## src/rtl/audrx_pkg.sv

```systemverilog
package audrx_pkg;

  // Per-cycle commands from the framing control to the word datapath.
  typedef struct packed {
    logic shiftEn;    // current serial bit belongs to a data word
    logic leftDone;   // current bit is the last bit of a left word
    logic rightDone;  // current bit is the last bit of a right word
  } rxStrobes_t;

endpackage

```

## src/rtl/audrx_ctrl.sv

```systemverilog
module audrx_ctrl
  import audrx_pkg::*;
#(
  parameter int WORD_W = 24
) (
  input  logic       sclk,
  input  logic       rstN,
  input  logic       fmtI2s,
  input  logic       frameClk,
  output rxStrobes_t strb
);

  localparam int CNT_W = $clog2(WORD_W + 1);
  localparam logic [CNT_W-1:0] CNT_IDLE = CNT_W'(WORD_W);
  localparam logic [CNT_W-1:0] CNT_LAST = CNT_W'(WORD_W - 1);
  localparam logic [CNT_W-1:0] CNT_ONE  = CNT_W'(1);

  logic [1:0]       frHist;    // [0] previous frame sample, [1] the one before
  logic [1:0]       fillHist;  // marks which history entries hold real samples
  logic [CNT_W-1:0] cnt;       // position of the next bit, saturates at CNT_IDLE
  logic [CNT_W-1:0] bitIdx;
  logic             effCur;
  logic             effPrev;
  logic             effOk;
  logic             frameEdge;
  logic             isRight;
  logic             lastBit;

  // I2S is handled as left-justified framing seen through a frame clock
  // delayed by one bit clock, so one counter serves both formats.
  always_comb begin
    if (fmtI2s) begin
      effCur  = frHist[0];
      effPrev = frHist[1];
      effOk   = fillHist[1];
    end else begin
      effCur  = frameClk;
      effPrev = frHist[0];
      effOk   = fillHist[0];
    end
    frameEdge = effOk && (effCur != effPrev);
    bitIdx    = frameEdge ? '0 : cnt;
    lastBit   = (bitIdx == CNT_LAST);
    isRight   = fmtI2s ? effCur : ~effCur;
    strb.shiftEn   = (bitIdx < CNT_IDLE);
    strb.leftDone  = lastBit && !isRight;
    strb.rightDone = lastBit && isRight;
  end

  always_ff @(posedge sclk or negedge rstN) begin
    if (!rstN) begin
      frHist   <= '0;
      fillHist <= '0;
      cnt      <= CNT_IDLE;
    end else begin
      frHist   <= {frHist[0], frameClk};
      fillHist <= {fillHist[0], 1'b1};
      if (frameEdge) begin
        cnt <= CNT_ONE;
      end else if (cnt != CNT_IDLE) begin
        cnt <= cnt + 1'b1;
      end
    end
  end

  AST_CNT_RANGE: assert property (@(posedge sclk) disable iff (!rstN)
    cnt <= CNT_IDLE);

  AST_DONE_SPACING: assert property (@(posedge sclk) disable iff (!rstN)
    (strb.leftDone || strb.rightDone) |=> !(strb.leftDone || strb.rightDone));

endmodule

```

## src/rtl/audrx_datapath.sv

```systemverilog
module audrx_datapath
  import audrx_pkg::*;
#(
  parameter int WORD_W = 24
) (
  input  logic              sclk,
  input  logic              rstN,
  input  logic              serData,
  input  rxStrobes_t        strb,
  output logic [WORD_W-1:0] leftOut,
  output logic [WORD_W-1:0] rightOut,
  output logic              sampleStb
);

  logic [WORD_W-2:0] shiftReg;
  logic [WORD_W-1:0] word;
  logic [WORD_W-1:0] leftHold;
  logic              leftPend;

  // The word completes with the bit arriving this cycle.
  assign word = {shiftReg, serData};

  always_ff @(posedge sclk or negedge rstN) begin
    if (!rstN) begin
      shiftReg  <= '0;
      leftHold  <= '0;
      leftPend  <= 1'b0;
      leftOut   <= '0;
      rightOut  <= '0;
      sampleStb <= 1'b0;
    end else begin
      sampleStb <= 1'b0;
      if (strb.shiftEn) begin
        shiftReg <= word[WORD_W-2:0];
      end
      if (strb.leftDone) begin
        leftHold <= word;
        leftPend <= 1'b1;
      end
      if (strb.rightDone && leftPend) begin
        leftOut   <= leftHold;
        rightOut  <= word;
        sampleStb <= 1'b1;
        leftPend  <= 1'b0;
      end
    end
  end

  AST_STB_SINGLE: assert property (@(posedge sclk) disable iff (!rstN)
    sampleStb |=> !sampleStb);

  AST_OUT_HOLD: assert property (@(posedge sclk) disable iff (!rstN)
    !sampleStb |-> ($stable(leftOut) && $stable(rightOut)));

  AST_STB_AFTER_RIGHT: assert property (@(posedge sclk) disable iff (!rstN)
    $rose(sampleStb) |-> $past(strb.rightDone));

endmodule

```

## src/rtl/audio_serial_rx.sv

```systemverilog
module audio_serial_rx
  import audrx_pkg::*;
#(
  parameter int WORD_W = 24
) (
  input  logic              sclk,
  input  logic              rstN,
  input  logic              fmtI2s,
  input  logic              frameClk,
  input  logic              serData,
  output logic [WORD_W-1:0] leftOut,
  output logic [WORD_W-1:0] rightOut,
  output logic              sampleStb
);

  rxStrobes_t strb;

  audrx_ctrl #(.WORD_W(WORD_W)) uCtrl (
    .sclk     (sclk),
    .rstN     (rstN),
    .fmtI2s   (fmtI2s),
    .frameClk (frameClk),
    .strb     (strb)
  );

  audrx_datapath #(.WORD_W(WORD_W)) uData (
    .sclk      (sclk),
    .rstN      (rstN),
    .serData   (serData),
    .strb      (strb),
    .leftOut   (leftOut),
    .rightOut  (rightOut),
    .sampleStb (sampleStb)
  );

endmodule

```

## config.mk

```make
export PLATFORM = sky130hd
export DESIGN_NAME = audio_serial_rx
export DESIGN_NICKNAME = d
export VERILOG_FILES = /design/src/rtl/audrx_pkg.sv /design/src/rtl/audrx_ctrl.sv /design/src/rtl/audrx_datapath.sv /design/src/rtl/audio_serial_rx.sv
export SDC_FILE = /design/constraint.sdc
export NUM_CORES = 1
export LEC_CHECK = 0
export BUFFER_PORTS_ARGS = -buffer_cell sky130_fd_sc_hd__buf_2
export CAP_MARGIN = 10
export CORE_MARGIN = 3
export CORE_UTILIZATION = 61
export DETAILED_ROUTE_END_ITERATION = 10
export PLACE_DENSITY = 0.88
export SYNTH_ARGS = -nofsm -noshare
export SYNTH_HDL_FRONTEND = slang
export SYNTH_SLANG_ARGS = --single-unit
```

## constraint.sdc

```tcl
create_clock -name sclk -period 6.3 [get_ports sclk]
set_input_delay 0.945 -clock sclk [delete_from_list [all_inputs] [get_ports sclk]]
set_output_delay 0.945 -clock sclk [all_outputs]
set_load 0.03 [all_outputs]
```

==> flow_results.xml <==
<?xml version="1.0" encoding="UTF-8"?>
<metrics>
  <group name="outcome">
    <metric name="outcome" unit="">completed</metric>
  </group>
  <group name="clocking">
    <metric name="post_cts_hold_buffer_count" unit="">0</metric>
    <metric name="insertion_delay" unit="ns">0.36</metric>
    <metric name="cts_tree" unit="">yes</metric>
    <metric name="post_cts.repair.setup_buffers" unit="">0</metric>
    <metric name="clkSinkCount" unit="">106</metric>
    <metric name="clock_h_tree_levels" unit="">3</metric>
    <metric name="cts-root-to-sink-buffers" unit="">2</metric>
    <metric name="cts.reportedPaths.clkPinSlew" unit="ns">0.09</metric>
    <metric name="ctsRootBufferMaster" unit="">clkbuf_8</metric>
    <metric name="cts_resized" unit="">0</metric>
    <metric name="cts-buffers-inserted" unit="">9</metric>
  </group>
  <group name="route">
    <metric name="route.detailed.drc" unit="">0</metric>
    <metric name="detail_route.wirelength" unit="µm">6510</metric>
    <metric name="drt_first_pass_iters" unit="">4</metric>
    <metric name="wl_per_cell" unit="µm">16.8</metric>
    <metric name="via_per_inst" unit="">5.45</metric>
    <metric name="drt_iter0_drc" unit="">87</metric>
    <metric name="detail-route-antenna-nets" unit="">0</metric>
    <metric name="via_count" unit="">2110</metric>
  </group>
  <group name="synthesis">
    <metric name="xor_and_xnor_area_share_after_synthesis" unit="%">0.640</metric>
    <metric name="synth_nets" unit="">256</metric>
    <metric name="synth_top_family_by_area" unit="">multiplexers</metric>
    <metric name="post_synth_inst_count" unit="">249</metric>
    <metric name="ys_warn_count" unit="">0</metric>
    <metric name="postSynthRegisterBits" unit="">106</metric>
    <metric name="netlist_area" unit="µm²">4110</metric>
    <metric name="synth_simple_gate_area_share" unit="%">2.41</metric>
    <metric name="portion_of_the_post_synthesis_area_used_by_sequential_elements" unit="%">64.7</metric>
    <metric name="avgSynthCellArea" unit="µm²">16.5</metric>
    <metric name="post_synth_mux_area_share" unit="%">28.1</metric>
    <metric name="synth-adder-area-share" unit="%">0.610</metric>
    <metric name="synth_area_in_compound_gates" unit="%">1.31</metric>
    <metric name="synth.lib_cells_used.distinct" unit="">25</metric>
  </group>
  <group name="global_routing">
    <metric name="grt_start_max_net_pins" unit="">63</metric>
    <metric name="grt_pass1_wl" unit="µm">11100</metric>
    <metric name="grt_antenna_before_repair" unit="">0</metric>
    <metric name="grt_remaining_overflow" unit="">0</metric>
    <metric name="grt_use_total" unit="%">19.0</metric>
    <metric name="number_of_global_route_vias_before_repair" unit="">2214</metric>
  </group>
  <group name="sta">
    <metric name="setup_viol" unit="">0</metric>
    <metric name="max_freq" unit="MHz">322</metric>
    <metric name="final-max-slew-violation-count" unit="">0</metric>
    <metric name="relSlewSlack" unit="%">19.7</metric>
    <metric name="finClkSkew" unit="ns">0.0135</metric>
    <metric name="period_minus_slack" unit="ns">3.10</metric>
    <metric name="period_share" unit="%">49.2</metric>
    <metric name="hold_viol_final" unit="">0</metric>
    <metric name="timing_worst_slew_pin_value" unit="ns">1.20</metric>
    <metric name="rsz0062_at_grt" unit="">no</metric>
    <metric name="hold_ws" unit="ns">0.415</metric>
    <metric name="timing.setup.tns" unit="ns">0</metric>
  </group>
  <group name="critical_path">
    <metric name="path_max_fanout" unit="">31</metric>
    <metric name="timing_worst_setup_path_type" unit="">in -&gt; reg</metric>
    <metric name="required" unit="ns">6.55</metric>
    <metric name="setup.worst_path.start_class" unit="">input pin</metric>
    <metric name="cp-end-kind" unit="">flop</metric>
    <metric name="crit_arrival" unit="ns">3.35</metric>
    <metric name="worstRegToRegCells" unit="">6</metric>
  </group>
  <group name="cells_and_area">
    <metric name="final_core_util" unit="%">71.7</metric>
    <metric name="layout_overhead_on_the_synthesized_area" unit="%">12.1</metric>
    <metric name="seqCellArea" unit="µm²">2660</metric>
    <metric name="final_layout_size_suffix_gt1_share" unit="%">56.1</metric>
    <metric name="multi_input_comb_area" unit="µm²">1370</metric>
    <metric name="diodes" unit="">0</metric>
    <metric name="number_of_fillers_in_the_final_layout" unit="">431</metric>
    <metric name="design.final.nets" unit="">312</metric>
  </group>
  <group name="place">
    <metric name="io_buffers" unit="">53</metric>
    <metric name="place_congestion" unit="">0.744</metric>
    <metric name="detailed_place_hpwl" unit="µm">4280</metric>
  </group>
  <group name="hold_path">
    <metric name="hold_class" unit="">reg -&gt; reg</metric>
    <metric name="min_path_cells" unit="">0</metric>
  </group>
  <group name="floorplan">
    <metric name="fp.dieArea" unit="µm²">7750</metric>
    <metric name="floorplan.core_area" unit="µm²">6420</metric>
    <metric name="initial_core_util" unit="%">63.9</metric>
    <metric name="die_y" unit="µm">88.0</metric>
    <metric name="core.rowCount" unit="">29</metric>
    <metric name="ios" unit="">54</metric>
    <metric name="die_x" unit="µm">88.0</metric>
  </group>
  <group name="pwr">
    <metric name="powerDensity" unit="nW/µm²">253</metric>
    <metric name="p_leak" unit="nW">2.44</metric>
    <metric name="vdd_ir_drop_max" unit="µV">186</metric>
  </group>
  <group name="job">
    <metric name="timing.max_cap.violations" unit="">0</metric>
  </group>
</metrics>
-- through the flow --
stage	power (mW)	std cells	cell area (µm²)	setup WS [ns]
after CTS	1.18	387	4600	3.21
after global routing	1.22	387	4600	3.01
after detailed placement	0.790	371	4420	2.82
final	1.16	387	4600	3.20
after global placement	0.783	371	4420	2.91
after floorplan	0.760	249	4110	3.73
-- cell type report --
cell class	count	area share, %
Sequential cell	106	57.7
Multi-Input combinational cell	130	29.8
Timing Repair Buffer	55	6.14
Clock buffer	10	2.99
Tap cell	77	2.09
Clock inverter	6	1.06
Inverter	3	0.245
-- kinds of logic after synthesis --
| logic type | count (synthesis) |
|---|---|
| other | 1 |
| buffers and inverters | 13 |
| xor gates and xnor gates | 3 |
| muxes | 96 |
| adders and majority gates | 2 |
| DFF | 106 |
| and+or+nand+nor | 21 |
| AOI/OAI and AO/OA | 7 |
-- metal layers --
layer	part of all wire, %	track usage, %
met4	1.3	7.01
met3	3.7	4.23
met2	48	28.8
met1	47	27.3
met5	0	0
-- flip-flops by register name, indices dropped and copies added (netlist names) --
register,flops
uData.shiftReg,23
uData.rightOut,24
uCtrl.frHist,2
uCtrl.fillHist,2
uCtrl.cnt,5
uData.leftHold,24
uData.leftPend,1
uData.sampleStb,1
uData.leftOut,24
-- Yosys cell counts, drive strengths merged --
cell    number  share of area (%)
dfstp        2                1.3
or3          1               0.15
nor3         1               0.24
xnor2        1               0.21
dfrtp      104                 63
o21ai        3               0.37
xor2         2               0.43
nor2         6               0.55
and3b        1               0.21
inv          3               0.27
a21oi        2               0.34
nand2        8               0.73
a311oi       1               0.37
mux2        96                 28
buf         10                1.9
nand3        3               0.37
o32a         1               0.24
ha           2               0.61
nand2b       1               0.15
conb         1              0.091
-- report_power, final --
| part | switching (mW) | leakage (nW) | internal, mW |
|---|---|---|---|
| Sequential | 0.0199 | 1.40 | 0.700 |
| Clock | 0.227 | 0.0908 | 0.159 |
| Combinational | 0.0327 | 0.952 | 0.0235 |
-- cell usage in the layout, fill, tap and decap left out, drive strengths merged, types with 2 or more instances in the layout --
master	Yosys	final
clkbuf	0	10
mux2	96	96
clkinvlp	0	2
nand3	3	3
a21oi	2	2
dfrtp	104	104
buf	10	55
o21ai	3	3
clkinv	0	2
dfstp	2	2
xor2	2	2
ha	2	2
nor2	6	6
inv	3	5
nand2	8	8
-- final timing paths --
path                                         from                end  slack [ns]
min in group asynchronous                    rstN    uCtrl.frHist[0]        0.57
worst min-delay path            uCtrl.fillHist[0]  uCtrl.fillHist[1]        0.41
worst max-delay path                       fmtI2s  uData.leftOut[17]        3.20
max in group asynchronous                    rstN  uData.shiftReg[1]        4.58
worst max register to register  uCtrl.fillHist[0]  uData.leftOut[17]        3.55
worst min register to register  uCtrl.fillHist[0]  uCtrl.fillHist[1]        0.41
-- critical path: stages --
cell and delay (ns):
buf_2 0.14, and3b_1 0.19, a311oi_2 0.26, a21oi_2 0.14, nor3_4 0.76, buf_4 0.50, mux2_2 0.39
Note: power is estimated with default switching activity, not from simulation.
